### src/rtl/usbls_tx_pkg.sv
// Shared types and constants for the low-speed USB transmitter.
package usbls_tx_pkg;

    // Transmit sequencer phases, in order of a packet.
    typedef enum logic [2:0] {
        TX_IDLE = 3'd0,
        TX_PREP = 3'd1,
        TX_LEAD = 3'd2,
        TX_DATA = 3'd3,
        TX_SE0  = 3'd4,
        TX_JEND = 3'd5
    } tx_state_e;

    // Synchronisation byte, sent least significant bit first.
    localparam logic [7:0] SYNC_BYTE = 8'h80;

    // Number of consecutive ones after which a zero is forced.
    localparam int STUFF_RUN = 6;

endpackage

### src/rtl/usbls_tx_timer.sv
// Down-counter for bit slots and bus phases.
// Assumes: load has priority; expired is high while the count is zero.
module usbls_tx_timer #(
    parameter int W = 5
) (
    input  logic         clk,
    input  logic         rst_n,
    input  logic         load,
    input  logic [W-1:0] load_val,
    output logic         expired
);

    logic [W-1:0] cnt_q;

    // Count down to zero and reload on request.
    always_ff @(posedge clk) begin
        if (!rst_n) begin
            cnt_q <= '0;
        end else if (load) begin
            cnt_q <= load_val;
        end else if (cnt_q != '0) begin
            cnt_q <= cnt_q - W'(1);
        end
    end

    assign expired = (cnt_q == '0);

endmodule

### src/rtl/usbls_tx_bitsrc.sv
// Bit source: yields the sync byte, then buffer bytes or the handshake PID,
// one bit per advance, LSB first. It raises done after the last bit.
// Assumes: rd_data is valid combinationally for the current rd_addr.
module usbls_tx_bitsrc
    import usbls_tx_pkg::*;
#(
    parameter int CNT_W = 4
) (
    input  logic             clk,
    input  logic             rst_n,
    input  logic             load,
    input  logic             hs_in,
    input  logic [7:0]       pid_in,
    input  logic [CNT_W-1:0] count_in,
    input  logic             advance,
    input  logic [7:0]       rd_data,
    output logic [CNT_W-1:0] rd_addr,
    output logic             bit_out,
    output logic             done
);

    logic [7:0]       sh_q;
    logic [2:0]       pos_q;
    logic [CNT_W-1:0] left_q;
    logic [CNT_W-1:0] idx_q;
    logic [7:0]       pid_q;
    logic             hs_q;
    logic             done_q;

    // Shift out the current byte and fetch the next one on the eighth bit.
    always_ff @(posedge clk) begin
        if (!rst_n) begin
            sh_q   <= '0;
            pos_q  <= '0;
            left_q <= '0;
            idx_q  <= '0;
            pid_q  <= '0;
            hs_q   <= 1'b0;
            done_q <= 1'b0;
        end else if (load) begin
            sh_q   <= SYNC_BYTE;
            pos_q  <= '0;
            left_q <= hs_in ? CNT_W'(1) : (count_in - CNT_W'(1));
            idx_q  <= '0;
            pid_q  <= pid_in;
            hs_q   <= hs_in;
            done_q <= 1'b0;
        end else if (advance) begin
            if (pos_q == 3'd7) begin
                pos_q <= '0;
                if (left_q == '0) begin
                    done_q <= 1'b1;
                end else begin
                    left_q <= left_q - CNT_W'(1);
                    sh_q   <= hs_q ? pid_q : rd_data;
                    if (!hs_q) begin
                        idx_q <= idx_q + CNT_W'(1);
                    end
                end
            end else begin
                sh_q  <= {1'b0, sh_q[7:1]};
                pos_q <= pos_q + 3'd1;
            end
        end
    end

    assign rd_addr = idx_q;
    assign bit_out = sh_q[0];
    assign done    = done_q;

endmodule

### src/rtl/usbls_tx_nrzi.sv
// NRZI line encoder with bit stuffing. level=1 means J, level=0 means K.
// Assumes: stuff and advance are never high together.
module usbls_tx_nrzi
    import usbls_tx_pkg::*;
(
    input  logic clk,
    input  logic rst_n,
    input  logic load,
    input  logic stuff,
    input  logic advance,
    input  logic bit_in,
    output logic level,
    output logic stuff_due
);

    logic [2:0] ones_q;
    logic       level_q;

    // Track the line level and the run of ones across the whole packet.
    always_ff @(posedge clk) begin
        if (!rst_n) begin
            ones_q  <= '0;
            level_q <= 1'b1;
        end else if (load) begin
            ones_q  <= '0;
            level_q <= 1'b1;
        end else if (stuff) begin
            ones_q  <= '0;
            level_q <= ~level_q;
        end else if (advance) begin
            if (bit_in) begin
                ones_q <= ones_q + 3'd1;
            end else begin
                ones_q  <= '0;
                level_q <= ~level_q;
            end
        end
    end

    assign level     = level_q;
    assign stuff_due = (ones_q == 3'(STUFF_RUN));

endmodule

### src/rtl/usbls_tx_addr.sv
// Active device address register; takes the pending value on commit.
module usbls_tx_addr #(
    parameter int ADDR_W = 7
) (
    input  logic              clk,
    input  logic              rst_n,
    input  logic              commit,
    input  logic [ADDR_W-1:0] new_addr,
    output logic [ADDR_W-1:0] cur_addr
);

    logic [ADDR_W-1:0] addr_q;

    // Hold the active address and replace it only on commit.
    always_ff @(posedge clk) begin
        if (!rst_n) begin
            addr_q <= '0;
        end else if (commit) begin
            addr_q <= new_addr;
        end
    end

    assign cur_addr = addr_q;

endmodule

### src/rtl/usbls_tx.sv
// Low-speed USB packet transmitter top. It sequences prepare, lead-in,
// the bit stream, SE0, the final J and release, and commits the device
// address after data packets.
// Assumes: rd_data follows rd_addr combinationally; CRC is in the buffer.
module usbls_tx
    import usbls_tx_pkg::*;
#(
    parameter int CLKS_PER_BIT = 10,
    parameter int LEAD_CLKS    = 4,
    parameter int MAX_BYTES    = 12,
    parameter int ADDR_W       = 7,
    localparam int CNT_W       = $clog2(MAX_BYTES + 1),
    localparam int TMR_W       = $clog2(2 * CLKS_PER_BIT + LEAD_CLKS + 1)
) (
    input  logic              clk,
    input  logic              rst_n,
    input  logic              start,
    input  logic              handshake,
    input  logic [7:0]        hs_pid,
    input  logic [CNT_W-1:0]  byte_count,
    output logic [CNT_W-1:0]  rd_addr,
    input  logic [7:0]        rd_data,
    input  logic [ADDR_W-1:0] new_addr,
    output logic [ADDR_W-1:0] cur_addr,
    output logic              line_dp,
    output logic              line_dm,
    output logic              line_oe,
    output logic              busy
);

    localparam logic [TMR_W-1:0] LD_LEAD = TMR_W'(LEAD_CLKS - 1);
    localparam logic [TMR_W-1:0] LD_BIT  = TMR_W'(CLKS_PER_BIT - 1);
    localparam logic [TMR_W-1:0] LD_SE0  = TMR_W'(2 * CLKS_PER_BIT - 1);

    tx_state_e        state_q;
    logic             pkt_hs_q;
    logic             tmr_zero, tmr_load;
    logic [TMR_W-1:0] tmr_val;
    logic             stuff_due, src_done, src_bit, enc_level;
    logic             count_ok, accept, slot, do_stuff, do_adv, data_end, commit;

    assign count_ok = (byte_count >= CNT_W'(2)) && (byte_count <= CNT_W'(MAX_BYTES));
    assign accept   = (state_q == TX_IDLE) && start && (handshake || count_ok);
    assign slot     = tmr_zero && ((state_q == TX_LEAD) || (state_q == TX_DATA));
    assign do_stuff = slot && stuff_due;
    assign do_adv   = slot && !stuff_due && !src_done;
    assign data_end = slot && !stuff_due && src_done;
    assign commit   = (state_q == TX_JEND) && tmr_zero && !pkt_hs_q;

    // Pick the reload value of the phase timer for the coming phase.
    always_comb begin
        tmr_load = 1'b0;
        tmr_val  = '0;
        unique case (state_q)
            TX_PREP: begin
                tmr_load = 1'b1;
                tmr_val  = LD_LEAD;
            end
            TX_LEAD, TX_DATA: begin
                if (slot) begin
                    tmr_load = 1'b1;
                    tmr_val  = data_end ? LD_SE0 : LD_BIT;
                end
            end
            TX_SE0: begin
                if (tmr_zero) begin
                    tmr_load = 1'b1;
                    tmr_val  = LD_BIT;
                end
            end
            default: ;
        endcase
    end

    // Step the packet phases.
    always_ff @(posedge clk) begin
        if (!rst_n) begin
            state_q  <= TX_IDLE;
            pkt_hs_q <= 1'b0;
        end else begin
            unique case (state_q)
                TX_IDLE: if (accept) begin
                    state_q  <= TX_PREP;
                    pkt_hs_q <= handshake;
                end
                TX_PREP: state_q <= TX_LEAD;
                TX_LEAD: if (slot) state_q <= TX_DATA;
                TX_DATA: if (data_end) state_q <= TX_SE0;
                TX_SE0:  if (tmr_zero) state_q <= TX_JEND;
                TX_JEND: if (tmr_zero) state_q <= TX_IDLE;
                default: state_q <= TX_IDLE;
            endcase
        end
    end

    usbls_tx_timer #(.W(TMR_W)) u_timer (
        .clk      (clk),
        .rst_n    (rst_n),
        .load     (tmr_load),
        .load_val (tmr_val),
        .expired  (tmr_zero)
    );

    usbls_tx_bitsrc #(.CNT_W(CNT_W)) u_bitsrc (
        .clk      (clk),
        .rst_n    (rst_n),
        .load     (accept),
        .hs_in    (handshake),
        .pid_in   (hs_pid),
        .count_in (byte_count),
        .advance  (do_adv),
        .rd_data  (rd_data),
        .rd_addr  (rd_addr),
        .bit_out  (src_bit),
        .done     (src_done)
    );

    usbls_tx_nrzi u_nrzi (
        .clk       (clk),
        .rst_n     (rst_n),
        .load      (accept),
        .stuff     (do_stuff),
        .advance   (do_adv),
        .bit_in    (src_bit),
        .level     (enc_level),
        .stuff_due (stuff_due)
    );

    usbls_tx_addr #(.ADDR_W(ADDR_W)) u_addr (
        .clk      (clk),
        .rst_n    (rst_n),
        .commit   (commit),
        .new_addr (new_addr),
        .cur_addr (cur_addr)
    );

    // Map the phase and the encoder level onto the line pins.
    always_comb begin
        unique case (state_q)
            TX_PREP:          begin line_dp = 1'b0;       line_dm = 1'b1;      line_oe = 1'b0; end
            TX_LEAD, TX_DATA: begin line_dp = ~enc_level; line_dm = enc_level; line_oe = 1'b1; end
            TX_SE0:           begin line_dp = 1'b0;       line_dm = 1'b0;      line_oe = 1'b1; end
            TX_JEND:          begin line_dp = 1'b0;       line_dm = 1'b1;      line_oe = 1'b1; end
            default:          begin line_dp = 1'b0;       line_dm = 1'b0;      line_oe = 1'b0; end
        endcase
    end

    assign busy = (state_q != TX_IDLE);

endmodule

### config.mk
export PLATFORM = sky130hd
export DESIGN_NAME = usbls_tx
export DESIGN_NICKNAME = d
export VERILOG_FILES = /design/src/rtl/usbls_tx_pkg.sv /design/src/rtl/usbls_tx_timer.sv /design/src/rtl/usbls_tx_bitsrc.sv /design/src/rtl/usbls_tx_nrzi.sv /design/src/rtl/usbls_tx_addr.sv /design/src/rtl/usbls_tx.sv
export SDC_FILE = /design/constraint.sdc
export NUM_CORES = 1
export LEC_CHECK = 0
export BUFFER_PORTS_ARGS = -buffer_cell sky130_fd_sc_hd__buf_4
export CORE_MARGIN = 10
export CORE_UTILIZATION = 56
export DETAILED_ROUTE_END_ITERATION = 10
export PLACE_DENSITY = 0.8
export SLEW_MARGIN = 15
export SYNTH_ARGS = -nofsm -noshare
export SYNTH_HDL_FRONTEND = slang
export SYNTH_HIERARCHICAL = 1
export SYNTH_SLANG_ARGS = --single-unit
### constraint.sdc
create_clock -name clk -period 3.6 [get_ports clk]
set_clock_uncertainty 0.15 [all_clocks]
set_input_delay 0.18 -clock clk [delete_from_list [all_inputs] [get_ports clk]]
set_output_delay 0.18 -clock clk [all_outputs]
set_load 0.03 [all_outputs]
==> flow_summary.toml <==
[outcome]
outcome = "complete, no violations"

[finish]
synthToLayoutAreaGrowth_pct = 20.51
num-fill-cells = 356
drive_above_1_share = 0.2297
antenna_cells = 0
ff_latch_area_um2 = 980.9
stdcell_count = 396
fin_nets = 383
multi_input_area_um2 = 1520

[grt]
grt_usage = 0.1441
grt_pass1_vias = 2080
antenna_found_initial = 0
grt_pass1_wl_um = 9190
grt_max_degree = 39
grt.overflow.total = 0

[power_and_ir_drop]
p_per_area_nw_per_um2 = 421.0
total_power_mw = 1.340
ir_worst_vdd_mv = 0.2156
leakage_nw = 1.239

[synthesis]
synthMostInstantiatedCell = "dfxtp_1"
synth_cells = 290
ys.flop_type = "dfxtp_1"
ys_top_cells_by_count = "dfxtp_1 (49), mux2i_1 (28), nor2b_1 (25)"
synth_seq_cells = 49
synth.area.top_cells = "dfxtp_1 (37%), mux2i_1 (11%), nor2b_1 (5.9%)"
synth_edf_count = 0
synth_top_area_frac = 0.3714
syn-num-nets = 330
ys_types = 65
yosysWarnings = 6
syn-cell-area_um2 = 2641
synth_top_cell_by_area = "dfxtp_1"
async_reset_ff_frac = 0
synth_seq_area_share = 0.3714
avgSynthCellArea_um2 = 9.108

[critical_path]
crit_type = "reg -> reg"
crit_slowest_cell = "or4b_4"
crit_path_max_fanout = 18
cp_top_family = "simple AND/OR/NAND/NOR gates"
startpoint_type = "flip-flop"
cp_slowest_stage_delay_ns = 0.60
path_cells = "or4b_4, o21ba_1, buf_4, nand2b_1, or2_4, o21ai_2"
worstPathRequired_ns = 3.64
crit_arrival_ns = 2.60
path_buf_inv = 1
endpoint_kind = "flip-flop"

[clock_tree]
clock-root-buffer = "clkbuf_8"
numClockSinks = 49
htreeDepth = 2
clkTransAtPathRegs_ns = 0.09
post-cts-setup-buffers = 0
cts_buffers = 5
cts.path.max_buffers = 2
insertion_delay_ns = 0.30
cts_resized = 0
cts_tree = "built"
cts_hold_buf = 12

[sta]
relSlewSlack = 0.5805
grt_setup_unrepaired = "no"
slew_violations = 0
min_period_over_period = 0.7094
finalHoldViolations = 0
setup_viol = 0
tns_ns = 0
timing.final.ws_setup_ns = 1.046
tightest_slew_ns = 0.6280
max_freq_mhz = 391.5
min_period_ns = 2.554

[die]
die_w_um = 88.68
start_util = 0.5903
dieArea_um2 = 7863
die_h_um = 88.68
rows = 24
core_um2 = 4474
io_pins = 46

[placed_design]
dpl_worst_slack_ns = 1.055
hpwlAfterDp_um = 3924
dp.cells = 376
place_congestion = 0.7850
io_buffer_count = 45

[drt]
drtPass1Iterations = 4
routedWlPerCell_um = 13.81
viasPerCell = 5.452
drt-initial-drc-count = 73
routed_wl_um = 5467
vias = 2159
drc = 0
drtAntennaViolNets = 0

[min_path]
hold_path.class = "in -> reg"

[flow_run]
drv_cap = 0
-- cell families after synthesis --
group | count (synthesis) | share of synthesized area
xor gates and xnor gates | 7 | 0.02321
adders and majority gates | 9 | 0.04263
other | 1 | 0.001420
AOI/OAI and AO/OA | 51 | 0.1407
and+or+nand+nor | 116 | 0.2572
DFF | 49 | 0.3714
muxes | 29 | 0.1104
buffers and inverters | 28 | 0.05305
-- area by class of cell --
type                    count  area share
multi-input cells         213      0.4776
flip-flops and latches     49      0.3082
repair buffers             61      0.1533
clock buffers               8     0.02516
well taps                  52     0.02044
inverters                  13     0.01533
-- power by group --
group          switching, mW  internal [mW]  total (mW)
logic                  0.210          0.192       0.402
registers             0.0428          0.582       0.625
clock network          0.175          0.138       0.313
total                  0.428          0.912        1.34
-- sequential cells by signal, summed over array words and instances (netlist names) --
register	cells
u_bitsrc/pos_q	3
u_bitsrc/rd_addr	4
u_timer/cnt_q	5
pkt_hs_q	1
u_nrzi/ones_q	3
u_bitsrc/left_q	4
state_q	3
u_bitsrc/hs_q	1
u_nrzi/level	1
u_bitsrc/sh_q	8
u_addr/cur_addr	7
u_bitsrc/done	1
u_bitsrc/pid_q	8
-- worst min-delay path: cells and delay by family --
family | cells | cell delay [ns]
multiplexers | 1 | 0.05
AND/OR/NAND/NOR | 1 | 0.10
buffers and inverters | 1 | 0.08
-- stage by stage --
| stage | hold slack [ns] | util | instance area (um^2) |
|---|---|---|---|
| floorplan | 0.1475 | - | 2641 |
| global placement | 0.2869 | 0.6667 | 2983 |
| detailed placement | 0.2948 | 0.6667 | 2983 |
| CTS | 0.0004039 | 0.7114 | 3183 |
| global route | 0.01938 | 0.7114 | 3183 |
| finish | 0.002445 | 0.7114 | 3183 |
-- worst paths after layout --
check / startpoint / to / slack [ns] / cells after the start
setup / recovery: state_q[2]$_SDFFE_PN0P_ / u_bitsrc/sh_q[4]$_SDFFE_PP0P_ / 1.05 / 6
hold / removal: hs_pid[2] / u_bitsrc/pid_q[2]$_SDFFE_PN0P_ / 0.002 / 3
setup reg to reg: state_q[2]$_SDFFE_PN0P_ / u_bitsrc/sh_q[4]$_SDFFE_PP0P_ / 1.05 / 6
hold reg to reg: u_bitsrc/pos_q[1]$_SDFFE_PP0P_ / u_bitsrc/pos_q[1]$_SDFFE_PP0P_ / 0.32 / 2
-- per-layer routing --
layer	global-route usage	part of all wire	vias to the layer above
met5	0	0	-
li1	-	-	1124
met1	0.1558	0.45	981
met3	0.05239	0.071	4
met2	0.2547	0.47	50
met4	0.04699	0.0097	0
-- cell usage in the layout (no fill, tap or decap), drive strengths merged, types with 4 or more instances in the layout --
master       Yosys  layout
xnor2            7       7
o22ai            4       4
inv             12      12
nor2b           25      25
dfxtp           49      49
ha               9       9
buf             11      49
dlygate4sd3      0      12
clkbuf           4       8
a21oi           10      10
mux2i           28      28
nand2           23      23
nand2b           4       4
nor2            15      15
nor3            10      10
o21ai           15      15
nand3           15      15
(Power assumes the default switching activity.)
